===== config.mk =====
export PLATFORM = sky130hd
export DESIGN_NAME = keymx_evt_enc
export DESIGN_NICKNAME = d
export VERILOG_FILES = /design/src/rtl/keymx_pkg.sv /design/src/rtl/keymx_hist.sv /design/src/rtl/keymx_prio.sv /design/src/rtl/keymx_pend.sv /design/src/rtl/keymx_evt_enc.sv
export SDC_FILE = /design/constraint.sdc
export NUM_CORES = 1
export LEC_CHECK = 0
export ABC_AREA = 1
export ABC_CLOCK_PERIOD_IN_PS = 7100
export CAP_MARGIN = 20
export CORE_AREA = 8 8 144 146
export DETAILED_ROUTE_END_ITERATION = 12
export DIE_AREA = 0 0 152 154
export GPL_ROUTABILITY_DRIVEN = 0
export PLACE_DENSITY = 0.66
export SYNTH_ARGS = -nofsm -noshare
export SYNTH_HDL_FRONTEND = slang
export SYNTH_SLANG_ARGS = --single-unit

===== constraint.sdc =====
create_clock -name clk -period 7.1 [get_ports clk]
set_clock_uncertainty 0.15 [all_clocks]
set_input_delay 1.065 -clock clk [delete_from_list [all_inputs] [get_ports clk]]
set_output_delay 1.065 -clock clk [all_outputs]
set_load 0.1 [all_outputs]

===== src/rtl/keymx_pkg.sv =====
package keymx_pkg;
  // Default geometry of the sense matrix
  localparam int unsigned KM_COLS = 8;
  localparam int unsigned KM_ROWS = 16;
  // Power-up history pattern: row 13 of every column reads as pressed
  localparam logic [KM_ROWS-1:0] KM_IDLE_WORD = 16'hDFFF;
endpackage


===== src/rtl/keymx_hist.sv =====
module keymx_hist #(
  parameter int unsigned        N_COLS   = 8,
  parameter int unsigned        N_ROWS   = 16,
  parameter logic [N_ROWS-1:0]  RST_WORD = '1,
  localparam int unsigned       CLW      = $clog2(N_COLS)
) (
  input  logic              clk,
  input  logic              rst_n,
  input  logic              clr,
  input  logic [CLW-1:0]    rd_col,
  output logic [N_ROWS-1:0] rd_word,
  input  logic              wr_en,
  input  logic [CLW-1:0]    wr_col,
  input  logic [N_ROWS-1:0] wr_word
);
  logic [N_COLS-1:0][N_ROWS-1:0] col_words;

  for (genvar g = 0; g < N_COLS; g++) begin : g_col
    logic [N_ROWS-1:0] word_q;
    logic [N_ROWS-1:0] word_d;
    logic              word_en;

    always_comb begin
      word_en = clr | (wr_en & (wr_col == CLW'(g)));
      word_d  = clr ? RST_WORD : wr_word;
    end

    always_ff @(posedge clk or negedge rst_n) begin
      if (!rst_n)       word_q <= RST_WORD;
      else if (word_en) word_q <= word_d;
    end

    assign col_words[g] = word_q;
  end

  assign rd_word = col_words[rd_col];
endmodule


===== src/rtl/keymx_prio.sv =====
module keymx_prio #(
  parameter int unsigned  N_ROWS = 16,
  localparam int unsigned RW     = $clog2(N_ROWS)
) (
  input  logic [N_ROWS-1:0] req,
  output logic [N_ROWS-1:0] grant,
  output logic [RW-1:0]     grant_idx
);
  // Lowest set bit wins
  assign grant = req & (~req + N_ROWS'(1));

  always_comb begin
    grant_idx = '0;
    for (int i = 0; i < N_ROWS; i++) begin
      if (grant[i]) grant_idx = grant_idx | RW'(i);
    end
  end
endmodule


===== src/rtl/keymx_pend.sv =====
module keymx_pend #(
  parameter int unsigned  N_COLS = 8,
  parameter int unsigned  N_ROWS = 16,
  localparam int unsigned CLW    = $clog2(N_COLS)
) (
  input  logic              clk,
  input  logic              rst_n,
  input  logic              clr,
  input  logic              load,
  input  logic [N_ROWS-1:0] ld_mask,
  input  logic [N_ROWS-1:0] ld_word,
  input  logic [CLW-1:0]    ld_col,
  input  logic              take,
  input  logic [N_ROWS-1:0] take_bit,
  output logic [N_ROWS-1:0] mask,
  output logic [N_ROWS-1:0] word,
  output logic [CLW-1:0]    col
);
  logic [N_ROWS-1:0] mask_q, mask_d, word_q;
  logic [CLW-1:0]    col_q;
  logic              mask_en, info_en;

  always_comb begin
    mask_en = clr | load | take;
    info_en = load & ~clr;
    mask_d  = mask_q;
    if (clr)       mask_d = '0;
    else if (load) mask_d = ld_mask;
    else if (take) mask_d = mask_q & ~take_bit;
  end

  always_ff @(posedge clk or negedge rst_n) begin
    if (!rst_n)       mask_q <= '0;
    else if (mask_en) mask_q <= mask_d;
  end

  always_ff @(posedge clk or negedge rst_n) begin
    if (!rst_n) begin
      word_q <= '0;
      col_q  <= '0;
    end else if (info_en) begin
      word_q <= ld_word;
      col_q  <= ld_col;
    end
  end

  assign mask = mask_q;
  assign word = word_q;
  assign col  = col_q;
endmodule


===== src/rtl/keymx_evt_enc.sv =====
module keymx_evt_enc
  import keymx_pkg::*;
#(
  parameter int unsigned  N_COLS = KM_COLS,
  parameter int unsigned  N_ROWS = KM_ROWS,
  localparam int unsigned CLW    = $clog2(N_COLS),
  localparam int unsigned RW     = $clog2(N_ROWS),
  localparam int unsigned CW     = $clog2(N_COLS * N_ROWS)
) (
  input  logic              clk,
  input  logic              rst_n,
  input  logic              clr,
  input  logic              smp_valid,
  output logic              smp_ready,
  input  logic [CLW-1:0]    smp_col,
  input  logic [N_ROWS-1:0] smp_word,
  output logic              evt_valid,
  input  logic              evt_ready,
  output logic              evt_press,
  output logic [CW-1:0]     evt_code
);
  logic [N_ROWS-1:0] hist_word, diff, pend_mask, pend_word, grant;
  logic [CLW-1:0]    pend_col;
  logic [RW-1:0]     grant_idx;
  logic              busy, accept, changed, take;

  always_comb begin
    busy      = |pend_mask;
    smp_ready = ~busy & ~clr;
    accept    = smp_valid & smp_ready;
    diff      = smp_word ^ hist_word;
    changed   = accept & (|diff);
    evt_valid = busy;
    take      = evt_valid & evt_ready;
    evt_press = ~|(pend_word & grant);
    evt_code  = CW'(grant_idx) * CW'(N_COLS) + CW'(pend_col);
  end

  keymx_hist #(
    .N_COLS   (N_COLS),
    .N_ROWS   (N_ROWS),
    .RST_WORD (N_ROWS'(KM_IDLE_WORD))
  ) u_hist (
    .clk     (clk),
    .rst_n   (rst_n),
    .clr     (clr),
    .rd_col  (smp_col),
    .rd_word (hist_word),
    .wr_en   (changed),
    .wr_col  (smp_col),
    .wr_word (smp_word)
  );

  keymx_pend #(
    .N_COLS (N_COLS),
    .N_ROWS (N_ROWS)
  ) u_pend (
    .clk      (clk),
    .rst_n    (rst_n),
    .clr      (clr),
    .load     (changed),
    .ld_mask  (diff),
    .ld_word  (smp_word),
    .ld_col   (smp_col),
    .take     (take),
    .take_bit (grant),
    .mask     (pend_mask),
    .word     (pend_word),
    .col      (pend_col)
  );

  keymx_prio #(
    .N_ROWS (N_ROWS)
  ) u_prio (
    .req       (pend_mask),
    .grant     (grant),
    .grant_idx (grant_idx)
  );
endmodule


# Word-level counts from Yosys, hierarchy flattened

Cells that the tools add are included.

Flip-flop bits (word level): 163
Bits in latches: 0
Memory bits (writable): 0
Bits in read-only memories: 0
Input port bits: 24
Memories kept: 0

Add/subtract/negate cells: 2
Multipliers: 0
Div/mod/pow operators: 0
$lt $le $gt $ge: 1
Eq/ne operators: 7
Shift-type cells: 0
Muxes and demuxes: 21
Bitwise operators: 31
Reductions and logical operators: 7

Operator list:

| cell                  | number |
|---|---|
| $mux 16               | 5 |
| $and 16x16->16        | 3 |
| $bmux 16 s3           | 1 |
| $reduce_or 16->1      | 3 |
| $mux 4                | 8 |
| $not 16->16           | 2 |
| $add 16x1->16 const B | 1 |
| $xor 16x16->16        | 1 |
| $and 1x1->1           | 13 |
| $eq 3x3->1 const B    | 4 |
| $mux 3                | 4 |
| $or 1x1->1            | 10 |
| $add 7x3->7           | 1 |
| $eq 3x2->1 const B    | 2 |
| $lt 3x4->1 const B    | 1 |
| $mux 2                | 2 |
| $eq 3x1->1 const B    | 1 |
| $logic_not 3->1       | 1 |
| $reduce_bool 3->1     | 1 |
| $not 1->1             | 2 |
| $reduce_and 2->1      | 1 |
| $logic_not 1->1       | 1 |
| $mux 1                | 1 |

# Logic depth before layout (Yosys ltp)

Depth after elaboration: 19
Mapped depth: 21
Gate-level depth less buffers: 18

# By module

From an unflattened synthesis, not the netlist that was laid out.

Cells, all modules: 1307
Area total of the unflattened synthesis: 9108.7 um^2

By module, submodules not included:

| module        | times used | cells an instance | area each (um^2) |
|---|---|---|---|
| keymx_hist    | 1          | 894               | 6657.6 |
| keymx_pend    | 1          | 168               | 1425.1 |
| keymx_evt_enc | 1          | 148               | 593.1 |
| keymx_prio    | 1          | 97                | 432.9 |

# Worst setup path after synthesis

OpenSTA, ideal clock, no wires.

Path type: register -> output
Start: register u_pend.mask_q[0] (netlist: u_pend.mask[0])
End: output port smp_ready
Arrival: 3669 ps
Required time: 5885 ps
Path slack: 2216 ps
Cell stages (with the launch flop): 12
Buffers on the path: 0
Cell sequence: dfrtp_1 > inv_2 > nand2_2 > nor2_4 > nand2_2 > nor2_4 > nand3_4 > nor2_8 > nand3_1 > inv_1 > nand3_1 > nor2_1

Cells in the longest elaborated chain, start to end: 3

Ends and longest elaborated chain:

| element                | line                | source |
|---|---|---|
| from (decl)            | keymx_pend.sv:19    | `logic [N_ROWS-1:0] mask_q, mask_d, word_q;` |
| from (signal assigned) | keymx_pend.sv:34    | `else if (mask_en) mask_q <= mask_d;` |
| $reduce_or 16->1       | keymx_evt_enc.sv:28 | `busy = \|pend_mask;` |
| via evt_valid          | keymx_evt_enc.sv:17 | `output logic evt_valid,` |
| $not 1->1              | keymx_evt_enc.sv:29 | `smp_ready = ~busy & ~clr;` |
| $and 1x1->1            | keymx_evt_enc.sv:29 |  |
| to (decl)              | keymx_evt_enc.sv:14 | `output logic smp_ready,` |

The timed path passes the listed nets, and every way through them passes these cells.

# Final worst setup path

Start: input port smp_col[1]
End: register u_hist.g_col[1].word_q[12]

Cells in the longest elaborated chain, start to end: 7
Elaborated cells on any way between the ends: 8
Classes of those cells: eq/ne (1); mux (2); bitwise (4); reduce/logical (1)

Ends and longest elaborated chain:

| element                       | line                | source |
|---|---|---|
| from (decl)                   | keymx_evt_enc.sv:15 | `input logic [CLW-1:0] smp_col,` |
| $bmux 16 s3                   | keymx_hist.sv:36    | `assign rd_word = col_words[rd_col];` |
| $mux 16 (implied by the code) | keymx_hist.sv:36    |  |
| $xor 16x16->16                | keymx_evt_enc.sv:31 | `diff = smp_word ^ hist_word;` |
| $reduce_or 16->1              | keymx_evt_enc.sv:32 | `changed = accept & (\|diff);` |
| $and 1x1->1                   | keymx_evt_enc.sv:32 |  |
| $and 1x1->1 (*)               | keymx_hist.sv:24    | `word_en = clr \| (wr_en & (wr_col == CLW'(g)));` |
| $or 1x1->1 (*)                | keymx_hist.sv:24    |  |
| to (signal assigned)          | keymx_hist.sv:30    | `else if (word_en) word_q <= word_d;` |
| to (decl)                     | keymx_hist.sv:19    | `logic [N_ROWS-1:0] word_q;` |

Every way passes the cells marked *; elsewhere a longest branch is shown, timed or not. The select of a mux whose other input is x is not followed.
A chain may end at the register's enable or synchronous reset.

==> out/metrics.yaml <==
ys_types: 35
vias: 8190
leakage_uw: 0.00504
die_area_sq_mm: 0.0234
worst_pin_slew_ns: 1.01
cp.required_ns: 7.30
cts_max_path_buffers: 2
port_buffers: 33
clock.fmax_mhz: 195
drv_slew: 0
peakVddDrop_uv: 344
layout-drive-gt1-share_pct: 15.3
ys_seq_elements: 163
clk-insertion-delay-late_ns: 0.44
syn_area_per_cell_sq_um: 7.16
grt_pass1_vias: 7978
cts-hold-fix-buffers: 0
synth_cells: 1269
period_needed_ns: 5.14
setup.worst_path.start_class: "primary input"
grt_overflow: 0
post_drt_wl_per_cell_um: 17.9
clock_sinks: 163
area_growth_pct: 10.2
grt_pass1_wl_mm: 43.5
cp_max_fo: 24
wirelength_mm: 27.1
htreeDepth: 4
dp_slack_ns: 1.59
fp.dieH_um: 154
hold_slack_ns: 0.338
cts_tree: "built"
ys_warn_count: 0
rsz0062_at_grt: "no"
cts-resized-gates: 0
synth-seq-area-share_pct: 46.5
end_kind: "flip-flop"
timing.final.ws_setup_ns: 1.96
initial_core_util_pct: 49.3
pin_count: 34
status: "finished clean"
setup_viol: 0
slew_headroom_pct: 32.6
syn_area_sq_mm: 0.00909
clkTransAtPathRegs_ns: 0.06
avgViaCountPerCell: 5.41
cap_viol_max_count: 0
postCtsSetupBuffers: 0
remaining_drc_errors: 0
hpwlAfterDp_mm: 17.4
postRouteAntennaNets: 0
grt_usage_pct: 23.6
final_hold_viol_count: 0
drt_iter0_drc: 786
cts_root_buffer: "clkbuf_16"
die-width_um: 152
arrival_ns: 5.33
hold_class: "flip-flop to flip-flop"
firstDrtPassIters: 6
layout.nets: 1291
grt_max_degree: 103
placementRows: 50
setup.worst_path.class: "primary input to flip-flop"
syn-num-nets: 1293
antenna_found_initial: 0
period_share_pct: 72.3
powerDensity_mw_per_mm2: 419
num_antenna_cells: 0
core_sq_mm: 0.0185
tns_ns: 0
numCtsBuffers: 17
critical path, stage by stage:
cell,delay (ns)
clkdlybuf4s50_1,0.95
nand2_1,0.62
nor2_1,0.42
a21oi_1,0.13
nand3_1,0.15
nand3_1,0.09
nand2_1,0.10
nor2_1,0.05
nand2_1,0.09
nor2_1,0.06
nand2_2,0.06
buf_4,0.34
nand3_2,0.35
nand2_1,0.63
nand2_1,0.09
o21ai_0,0.10
routing by layer:
metal  up-vias  part of all wire (%)  GRT usage, %
met3        51                   6.5          4.51
met4         0                   3.0          9.57
li1       3966                     -             -
met5         -                     0             0
met1      3852                    45          31.9
met2       321                    45          36.7
final cells by class:
cell class	count	area [sq um]
fill	1789	8430
sequential	163	4230
multi-input combinational	942	4120
clock buffer	22	495
timing repair buffer	41	387
inverter	102	383
tap	234	293
clock inverter	10	119
path summary, 6_finish.rpt:
check	from	to	slack (ns)	depth (start not counted)
worst max register to register	u_pend.mask[0]$_DFFE_PN0P_	u_pend.mask[5]$_DFFE_PN0P_	3.54	15
max in group asynchronous	rst_n	u_pend.col[1]$_DFFE_PN0P_	4.89	2
worst min register to register	u_pend.word[12]$_DFFE_PN0P_	u_pend.word[12]$_DFFE_PN0P_	0.34	2
worst min-delay path	u_pend.word[12]$_DFFE_PN0P_	u_pend.word[12]$_DFFE_PN0P_	0.34	2
worst max-delay path	smp_col[1]	u_hist.g_col[1].word_q[12]$_DFFE_PN1P_	1.96	16
min in group asynchronous	rst_n	u_pend.mask[8]$_DFFE_PN0P_	0.57	1
layout by cell type (no fill, tap or decap), drive strengths merged, types with 2 or more instances in the layout:
cell type	count
o21ai	91
clkdlybuf4s50	31
clkbuf	22
bufinv	2
clkinv	4
a21oi	12
dfstp	120
nand4	2
nand2	477
nand3	147
inv	105
o22ai	3
dfrtp	43
nor2	199
nor4	3
buf	10
power breakdown:
group / leakage [uW] / switching, uW / internal, uW
sequential: 0.00183 / 111 / 1160
clock: 0.000303 / 407 / 570
combinational: 0.00291 / 1480 / 463
total: 0.00504 / 2000 / 2200
cells in the mapped netlist (all sizes together):
cell type / n / share of area [%]
nand2: 477 / 20
nor2: 199 / 8.7
nand3: 147 / 9.2
dfstp: 120 / 35
inv: 101 / 4.2
o21ai: 91 / 5.0
buf: 47 / 3.4
dfrtp: 43 / 12
clkbuf: 15 / 0.62
a21oi: 12 / 0.66
nor4: 3 / 0.37
o22ai: 3 / 0.21
nand4: 2 / 0.14
a221oi: 1 / 0.096
a22o: 1 / 0.096
a32o: 1 / 0.11
a32oi: 1 / 0.096
clkinv: 1 / 0.041
nor3: 1 / 0.055
nor3b: 1 / 0.083
o2111ai: 1 / 0.096
o211ai: 1 / 0.083
per-stage QoR:
stage	total power, uW	area, sq um	utilization, %	cells
final	4200	10000	54.3	1514
after global routing	4420	10000	54.3	1514
after CTS	4200	10000	54.3	1514
after detailed placement	3220	9410	51.0	1482
after global placement	3210	9410	51.0	1482
after floorplan	2780	9090	-	1269
state kept, by name, summed over array words and instances, names as in the netlist:
register and cells:
u_hist.g_col.word_q 128, u_pend.col 3, u_pend.mask 16, u_pend.word 16
kinds of logic (layout without fill, tap and decap cells):
logic type             Yosys count  in the layout  synth area share [%]
buffers and inverters          164            175                  8.22
AOI/OAI and AO/OA              112            112                  6.45
and+or+nand+nor                830            830                  38.8
DFF                            163            163                  46.5
Power figures use the tool's default switching activity.
